$ cat src/rtl/eightfn_alu_pkg.sv
package eightfn_alu_pkg;

  typedef enum logic [2:0] {
    FN_AND  = 3'b000,
    FN_OR   = 3'b001,
    FN_ADD  = 3'b010,
    FN_RSVD = 3'b011,
    FN_ANDN = 3'b100,
    FN_ORN  = 3'b101,
    FN_SUB  = 3'b110,
    FN_SLT  = 3'b111
  } alu_fn_e;

  typedef enum logic [1:0] {
    SRC_AND = 2'd0,
    SRC_OR  = 2'd1,
    SRC_SUM = 2'd2,
    SRC_SLT = 2'd3
  } alu_src_e;

  // Codes whose overflow flag is meaningful
  function automatic logic fn_reports_ovf(alu_fn_e f);
    return (f == FN_ADD) || (f == FN_SUB);
  endfunction

endpackage

$ cat src/rtl/eightfn_operand_sel.sv
module eightfn_operand_sel #(
  parameter int W = 32
) (
  input  logic [W-1:0] b_in,
  input  logic         invert,
  output logic [W-1:0] b_eff
);
  always_comb b_eff = invert ? ~b_in : b_in;
endmodule

$ cat src/rtl/eightfn_ripple_adder.sv
module eightfn_ripple_adder #(
  parameter int W = 32
) (
  input  logic [W-1:0] x,
  input  logic [W-1:0] z,
  input  logic         cin,
  output logic [W-1:0] sum,
  output logic         c_into_msb,
  output logic         c_out
);
  logic [W:0] carry;

  assign carry[0] = cin;

  for (genvar i = 0; i < W; i++) begin : g_bit
    assign sum[i]     = x[i] ^ z[i] ^ carry[i];
    assign carry[i+1] = (x[i] & z[i]) | (carry[i] & (x[i] ^ z[i]));
  end

  assign c_into_msb = carry[W-1];
  assign c_out      = carry[W];
endmodule

$ cat src/rtl/eightfn_logic_unit.sv
module eightfn_logic_unit #(
  parameter int W = 32
) (
  input  logic [W-1:0] x,
  input  logic [W-1:0] z,
  output logic [W-1:0] and_out,
  output logic [W-1:0] or_out
);
  always_comb begin
    and_out = x & z;
    or_out  = x | z;
  end
endmodule

$ cat src/rtl/eightfn_result_sel.sv
module eightfn_result_sel
  import eightfn_alu_pkg::*;
#(
  parameter int W = 32
) (
  input  logic [2:0]   fn,
  input  logic [W-1:0] and_in,
  input  logic [W-1:0] or_in,
  input  logic [W-1:0] sum_in,
  input  logic         c_into_msb,
  input  logic         c_out,
  output logic [W-1:0] y,
  output logic         zero,
  output logic         ovf
);
  localparam int PadW = W - 1;

  alu_fn_e  code;
  alu_src_e src;
  logic     raw_ovf;

  always_comb begin
    code    = alu_fn_e'(fn);
    src     = alu_src_e'(fn[1:0]);
    raw_ovf = c_into_msb ^ c_out;
    unique case (src)
      SRC_AND: y = and_in;
      SRC_OR:  y = or_in;
      SRC_SUM: y = sum_in;
      default: y = (code == FN_RSVD) ? '0 : {{PadW{1'b0}}, sum_in[W-1]};
    endcase
    zero = ~|y;
    ovf  = fn_reports_ovf(code) & raw_ovf;
  end
endmodule

$ cat src/rtl/eightfn_alu.sv
module eightfn_alu
  import eightfn_alu_pkg::*;
#(
  parameter int W = 32
) (
  input  logic [W-1:0] a,
  input  logic [W-1:0] b,
  input  logic [2:0]   fn,
  output logic [W-1:0] y,
  output logic         zero,
  output logic         ovf
);
  logic [W-1:0] b_eff, and_w, or_w, sum_w;
  logic         c_msb, c_top;

  eightfn_operand_sel #(.W(W)) u_opsel (
    .b_in(b), .invert(fn[2]), .b_eff(b_eff)
  );

  eightfn_logic_unit #(.W(W)) u_logic (
    .x(a), .z(b_eff), .and_out(and_w), .or_out(or_w)
  );

  eightfn_ripple_adder #(.W(W)) u_add (
    .x(a), .z(b_eff), .cin(fn[2]), .sum(sum_w),
    .c_into_msb(c_msb), .c_out(c_top)
  );

  eightfn_result_sel #(.W(W)) u_sel (
    .fn(fn), .and_in(and_w), .or_in(or_w), .sum_in(sum_w),
    .c_into_msb(c_msb), .c_out(c_top),
    .y(y), .zero(zero), .ovf(ovf)
  );
endmodule

$ cat config.mk
export PLATFORM = sky130hd
export DESIGN_NAME = eightfn_alu
export DESIGN_NICKNAME = d
export VERILOG_FILES = /design/src/rtl/eightfn_alu_pkg.sv /design/src/rtl/eightfn_operand_sel.sv /design/src/rtl/eightfn_ripple_adder.sv /design/src/rtl/eightfn_logic_unit.sv /design/src/rtl/eightfn_result_sel.sv /design/src/rtl/eightfn_alu.sv
export SDC_FILE = /design/constraint.sdc
export NUM_CORES = 1
export LEC_CHECK = 0
export CELL_PAD_IN_SITES_DETAIL_PLACEMENT = 1
export CELL_PAD_IN_SITES_GLOBAL_PLACEMENT = 2
export CORE_ASPECT_RATIO = 1.4
export CORE_MARGIN = 10
export CORE_UTILIZATION = 27
export DETAILED_ROUTE_END_ITERATION = 7
export GPL_TIMING_DRIVEN = 0
export PLACE_DENSITY = 0.92
export SLEW_MARGIN = 30
export SYNTH_ARGS = -nofsm -noshare
export SYNTH_HDL_FRONTEND = slang
export SYNTH_SLANG_ARGS = --single-unit
$ cat constraint.sdc
create_clock -name vclk -period 29.5
set_clock_uncertainty 0.05 [all_clocks]
set_input_delay 5.9 -clock vclk [all_inputs]
set_output_delay 5.9 -clock vclk [all_outputs]
set_load 0.03 [all_outputs]
==> out/results.txt, run 1 <==
Synth cell types -> 26
Postcts setup bufs -> 0
Min-Delay Path Depth -> 3
Most frequent cells in the layout -> 98 x clkdlybuf4s50_1, 67 x inv_1, 64 x ha_1
Hold-fix buffers, CTS -> 0
Initial DRC count -> 28
PortBufs -> 98
Vias in the first global route -> 2,836
Area Growth Syn to Fin -> 41.9%
Synthesized area per cell -> 9.15 um2
Sw Ratio -> 0.554
Drt wl/cell -> 17.1 um
Final Hold Fails -> 0
Via count -> 2,381
RSZ-0062 raised after global routing -> false
Yosys warnings -> 0
Logic pwr share -> 1.000
Slew Limit Fails -> 0
Die area -> 14,700 um2
Setup CP Type -> in2out
Standard-cell rows -> 43
WL final -> 9.13 mm
Total GRT Usage -> 0.123
DIE HEIGHT -> 139 um
Diodes inserted -> 0
Seq pwr share -> 0
Area of the multi-input gates -> 2390 um2
Tightest Pin Transition -> 0.566 ns
Tcrit/Tclk final -> 0.934
Seq cells -> 0
Startpoint class of the critical path -> input pin
Clk pwr share -> 0
First-pass GRT wire length -> 14.9 mm
Sw Pwr -> 0.0508 mW
FMAX -> 0.0363 GHz
Critical Path Fanout Max -> 10
Share of layout cells above drive strength 1 -> 0.0452
Hold Crit Start -> fn[0]
# DRC -> 0
Crit path from -> fn[2]
Largest net degree at the start of global routing -> 11
Fin nets -> 562
Fin crit period -> 27.56 ns
Peak supply drop -> 0.0000113 V
Post-Syn Area -> 2750 um2
Max_slew headroom -> 0.623
Most common cell after layout, fill and taps aside -> clkdlybuf4s50_1
Crit end category -> primary output
Total gr overflow -> 0
Critical path arrival -> 21.61 ns
CP max stage delay -> 0.71 ns
Vias per Instance -> 4.47
Slowest CP cell -> clkdlybuf4s50_1
Drt pass-1 iters -> 4
Register area -> 0 um2
Post-route setup TNS -> 0 ns
Grt met1 use -> 0.130
Core area -> 9950 um2
Initial Util -> 0.276
CP required -> 23.55 ns
Cells after Synth -> 300
Final setup violation count -> 0
Int Pwr -> 0.0408 mW
Crit-path most repeated cell -> fa_1
CTS resizes -> 0
PwrDens -> 23.5 nW/um2
CLK BUF -> 0
DP Wirelength -> 7.87 mm
Grt met3 use -> 0.0250
Global placer's final weighted congestion -> 0.731
Worst hold path class -> in2out
Syn Nets -> 462
Ports -> 101
Die width -> 105 um
GR Util met2 -> 0.247
Seq/Total Area, Yosys -> 0
Status -> finished clean
Hold path endpoint -> y[26]
GR peak layer -> met2
Pleak -> 1.92 nW
Initial antenna violation count -> 0
Final core occ -> 0.391
Post-route ant nets -> 0
FILL cells -> 1,165
MaxCap Viol Count -> 0
cell usage after synthesis (all sizes together):
library cell,n,area share
inv,67,0.092
ha,64,0.29
xor2,33,0.11
fa,31,0.23
o22ai,29,0.066
mux2i,28,0.10
buf,14,0.036
nor4,8,0.025
nand2,5,0.0068
nor2b,4,0.0091
o21ai,4,0.0073
clkbuf,2,0.0027
o31a,2,0.0064
and2,1,0.0023
mux2,1,0.0041
nand2b,1,0.0023
nand4,1,0.0023
nor2,1,0.0014
nor3,1,0.0018
nor3b,1,0.0027
o32ai,1,0.0032
xnor2,1,0.0032
worst max-delay path, delay by kind of cell:
| family | cells | cell delay (ns) |
|---|---|---|
| simple gates | 4 | 0.91 |
| compound gates | 1 | 0.10 |
| buf+inv | 6 | 1.66 |
| xor+xnor | 1 | 0.18 |
| fa+ha+maj | 31 | 12.86 |
per-stage QoR:
step,power [mW],setup WS [ns],cell area (um2),std cells,hold slack (ns)
2_1_floorplan,0.0552,2.91,2750,300,12.13
3_3_place_gp,0.0890,1.80,3890,533,12.69
3_5_place_dp,0.0932,1.78,3890,533,12.68
4_1_cts,0.0937,1.69,3890,533,12.68
5_1_grt,0.102,1.10,3890,533,12.76
6_report,0.0916,1.94,3890,533,12.67
per-layer routing:
layer	vias to the layer above	share of wire
met5	-	0
met1	1175	0.38
met4	0	0.0048
met2	61	0.56
li1	1141	-
met3	4	0.051
power by group through the flow:
stage                     clock network [mW]  registers (mW)  logic [mW]
after floorplan                            0               0      0.0552
after global placement                     0               0      0.0890
after detailed placement                   0               0      0.0932
after CTS                                  0               0      0.0937
after global routing                       0               0       0.102
final                                      0               0      0.0916
logic make-up after synthesis:
logic type,after synthesis,share of synthesized area
mux,29,0.106
buf+inv,83,0.131
xor+xnor,34,0.108
compound gates,36,0.0830
fa+ha+maj,95,0.518
simple gates,23,0.0538
cell type report:
type / count / area share
multi-input combinational: 217 / 0.613
inverter: 67 / 0.0646
timing repair buffer: 98 / 0.252
buffer: 16 / 0.0276
tap: 135 / 0.0434
how the worst max path moves through the flow:
stage,depth (start not counted),end,slack [ns]
final,43,zero,1.94
after global routing,43,zero,1.10
after CTS,43,zero,1.69
after detailed placement,43,zero,1.78
after global placement,43,zero,1.80
after floorplan,42,zero,2.91
(Power assumes the default switching activity.)
==> inputs of run 2 (changes only) <==
--- a/config.mk
+++ b/config.mk
@@ -5,6 +5,7 @@
 export SDC_FILE = /design/constraint.sdc
 export NUM_CORES = 1
 export LEC_CHECK = 0
+export ABC_AREA = 0
 export CELL_PAD_IN_SITES_DETAIL_PLACEMENT = 1
 export CELL_PAD_IN_SITES_GLOBAL_PLACEMENT = 2
 export CORE_ASPECT_RATIO = 1.4
==> results of run 2 <==
No change in the layout: final DEF, timing and power equal those of run 1.
==> inputs of run 3 (changes only) <==
--- a/config.mk
+++ b/config.mk
@@ -10,11 +10,12 @@
 export CELL_PAD_IN_SITES_GLOBAL_PLACEMENT = 2
 export CORE_ASPECT_RATIO = 1.4
 export CORE_MARGIN = 10
-export CORE_UTILIZATION = 27
+export CORE_UTILIZATION = 25
 export DETAILED_ROUTE_END_ITERATION = 7
 export GPL_TIMING_DRIVEN = 0
 export PLACE_DENSITY = 0.92
 export SLEW_MARGIN = 30
 export SYNTH_ARGS = -nofsm -noshare
 export SYNTH_HDL_FRONTEND = slang
+export SYNTH_HIERARCHICAL = 1
 export SYNTH_SLANG_ARGS = --single-unit
==> run 3 against run 2 <==
Compared with the run above:
- clock-buffer cell count did not move
- global-route usage fell by 0.57 points
- non-clock buffer count did not move
- first-iteration DRC count fell by 7.1%
- synthesized cell count fell by 21%
- total power fell by 6.4%
- combinational power fell by 6.3%
- cell area fell by 13%
- die area fell by 9.7%
- routed wire length fell by 12%
- largest cell class unchanged
==> out/results.txt, run 3 <==
Pleak -> 1.32 nW (-31%)
Xor/xnor share of the synthesized area -> 0.129 (+0.0201)
Int Pwr -> 0.0406 mW (-0.45%)
Die width -> 100 um (-4.8%)
Sw Pwr -> 0.0452 mW (-11%)
Logic pwr share -> 1.000 (about the same)
# DRC -> 0 (unchanged)
Cells after Synth -> 237 (-21%)
Clk pwr share -> 0 (unchanged)
Area Growth Syn to Fin -> 50.4%
Core area -> 8660 um2 (-13%)
Diodes inserted -> 0 (unchanged)
Via count -> 2,073 (-13%)
Vias in the first global route -> 2,432 (-14%)
Most frequent cells in the layout -> 100 x clkdlybuf4s50_1, 33 x xor2_1, 32 x fa_1, 32 x or2_1, 32 x and2_2
Initial antenna violation count -> 0 (unchanged)
CP required -> 23.55 ns (about the same)
FILL cells -> 997 (-14%)
PwrDens -> 25.4 nW/um2 (+7.9%)
Slew Limit Fails -> 0 (unchanged)
Slowest CP cell -> clkdlybuf4s50_1
Synth Area in Compound Gates -> 0.109 (+0.0262)
Most common cell after layout, fill and taps aside -> clkdlybuf4s50_1
Pwr Total -> 0.0858 mW (-6.4%)
First-pass GRT wire length -> 12.8 mm (-14%)
Synth top area cells -> fa_1 29%, mux2i_1 14%, xor2_1 13%
Critical path arrival -> 21.83 ns (+0.22 ns)
Final Hold Fails -> 0 (unchanged)
Synthesized area per cell -> 9.48 um2 (+3.6%)
Post-Syn Area -> 2250 um2 (-18%)
PortBufs -> 100 (+2.0%)
DP Wirelength -> 6.99 mm (-11%)
CTS resizes -> 0 (unchanged)
Post-synthesis mux area share -> 0.148 (+0.0419)
Post-route setup TNS -> 0 ns (unchanged)
Seq pwr share -> 0 (unchanged)
Seq/Total Area, Yosys -> 0 (unchanged)
Startpoint class of the critical path -> input pin
CP max stage delay -> 0.73 ns (+0.02 ns)
Max_slew headroom -> 0.550 (-0.0726)
Standard-cell rows -> 40 (-7.0%)
RSZ-0062 raised after global routing -> false
MaxCap Viol Count -> 0 (unchanged)
Synth cell count leaders -> 33 x xor2_1, 32 x and2_2, 32 x fa_1, 32 x or2_1, 31 x mux2i_1
Global placer's final weighted congestion -> 0.767 (+4.9%)
Synth cell types -> 22 (-15%)
Yosys warnings -> 6 (+6)
Top-count cell post-synth -> xor2_1
FMAX -> 0.0360 GHz (-0.77%)
Main combinational cell family by area after synthesis -> adder cells
Status -> finished clean
Sw Ratio -> 0.526 (-0.0281)
Post-Synth Simple-Gate Area -> 0.249 (+0.196)
Tightest Pin Transition -> 0.675 ns (+0.109 ns)
Peak supply drop -> 0.0000111 V (-2.2%)
Critical Path Fanout Max -> 10 (unchanged)
Adder-cell share of the synthesized area -> 0.285 (-0.233)
CLK BUF -> 0 (unchanged)
Area of the multi-input gates -> 2070 um2 (-13%)
Initial Util -> 0.260 (-0.0163)
Initial DRC count -> 26 (-7.1%)
Hold Slack -> 12.72 ns (+0.0459 ns)
Drt pass-1 iters -> 4 (unchanged)
DIE HEIGHT -> 132 um (-5.1%)
Crit end category -> primary output
Largest net degree at the start of global routing -> 11 (unchanged)
Postcts setup bufs -> 0 (unchanged)
Top cell type's share of synthesized area -> 0.285 (-0.00663)
Syn Nets -> 336 (-27%)
WL final -> 7.99 mm (-12%)
Worst hold path class -> in2out
Crit-path most repeated cell -> fa_1
Setup CP Type -> in2out
Ports -> 101 (unchanged)
Yosys top cell by area -> fa_1
Vias per Instance -> 4.69 (+5.0%)
Seq cells -> 0 (unchanged)
Die area -> 13,200 um2 (-9.7%)
Total gr overflow -> 0 (unchanged)
Total GRT Usage -> 0.117 (-0.00569)
Final setup violation count -> 0 (unchanged)
Tcrit/Tclk final -> 0.942 (+0.00726)
Register area -> 0 um2 (unchanged)
Hold-fix buffers, CTS -> 0 (unchanged)
Fin crit period -> 27.78 ns (+0.214 ns)
Fin nets -> 438 (-22%)
Drt wl/cell -> 18.1 um (+5.5%)
Share of layout cells above drive strength 1 -> 0.134 (+0.0883)
Post-route ant nets -> 0 (unchanged)
[run 3: changes by cell type after synthesis, moves of 4 or more]
cell,delta
o22ai_1,-29
or2_1,+32
o2bb2ai_1,+24
o21ai_0,+4
and2_2,+32
inv_1,-57
ha_1,-64
buf_2,-6
[run 3: cell families after synthesis]
group	Yosys count
AO/OA/AOI/OAI	31
XOR/XNOR	33
adder cells (fa/ha/maj)	32
buffers and inverters	24
multiplexers	32
AND/OR/NAND/NOR	85
[run 3: path summary, 6_finish.rpt]
| path | startpoint | end | depth (start not counted) |
|---|---|---|---|
| max | fn[2] | zero | 45 |
| min | fn[0] | y[6] | 4 |
[run 3: power by group through the flow]
| stage | clock network, mW | registers, mW | logic (mW) |
|---|---|---|---|
| 2_1_floorplan | 0 | 0 | 0.0515 |
| 3_3_place_gp | 0 | 0 | 0.0846 |
| 3_5_place_dp | 0 | 0 | 0.0872 |
| 4_1_cts | 0 | 0 | 0.0876 |
| 5_1_grt | 0 | 0 | 0.0951 |
| 6_report | 0 | 0 | 0.0858 |
[run 3: metal layers]
metal	GRT usage	up-vias	wire length, um
li1	-	1004	-
met5	0	-	0
met1	0.130	1008	3080
met4	0.00472	0	35
met2	0.223	59	4310
met3	0.0294	2	560
[run 3: layout make-up]
type                       instances  area share
multi-input combinational        213       0.612
timing repair buffer             100       0.296
buffer                            14      0.0418
tap                              105      0.0389
inverter                          10      0.0111
[run 3: per-stage QoR]
stage           util  area, um2  worst slack [ns]  instances
6_report       0.390       3380              1.72        442
5_1_grt        0.390       3380              1.14        442
4_1_cts        0.390       3380              1.56        442
3_5_place_dp   0.390       3380              1.61        442
3_3_place_gp   0.390       3380              1.67        442
2_1_floorplan      -       2250              3.40        237
[run 3: critical path, delay by kind of cell]
family / cells / cell delay [ns]
AND/OR/NAND/NOR: 3 / 0.91
buffers and inverters: 8 / 1.82
XOR/XNOR: 1 / 0.19
multiplexers: 1 / 0.48
adder cells (fa/ha/maj): 32 / 12.49
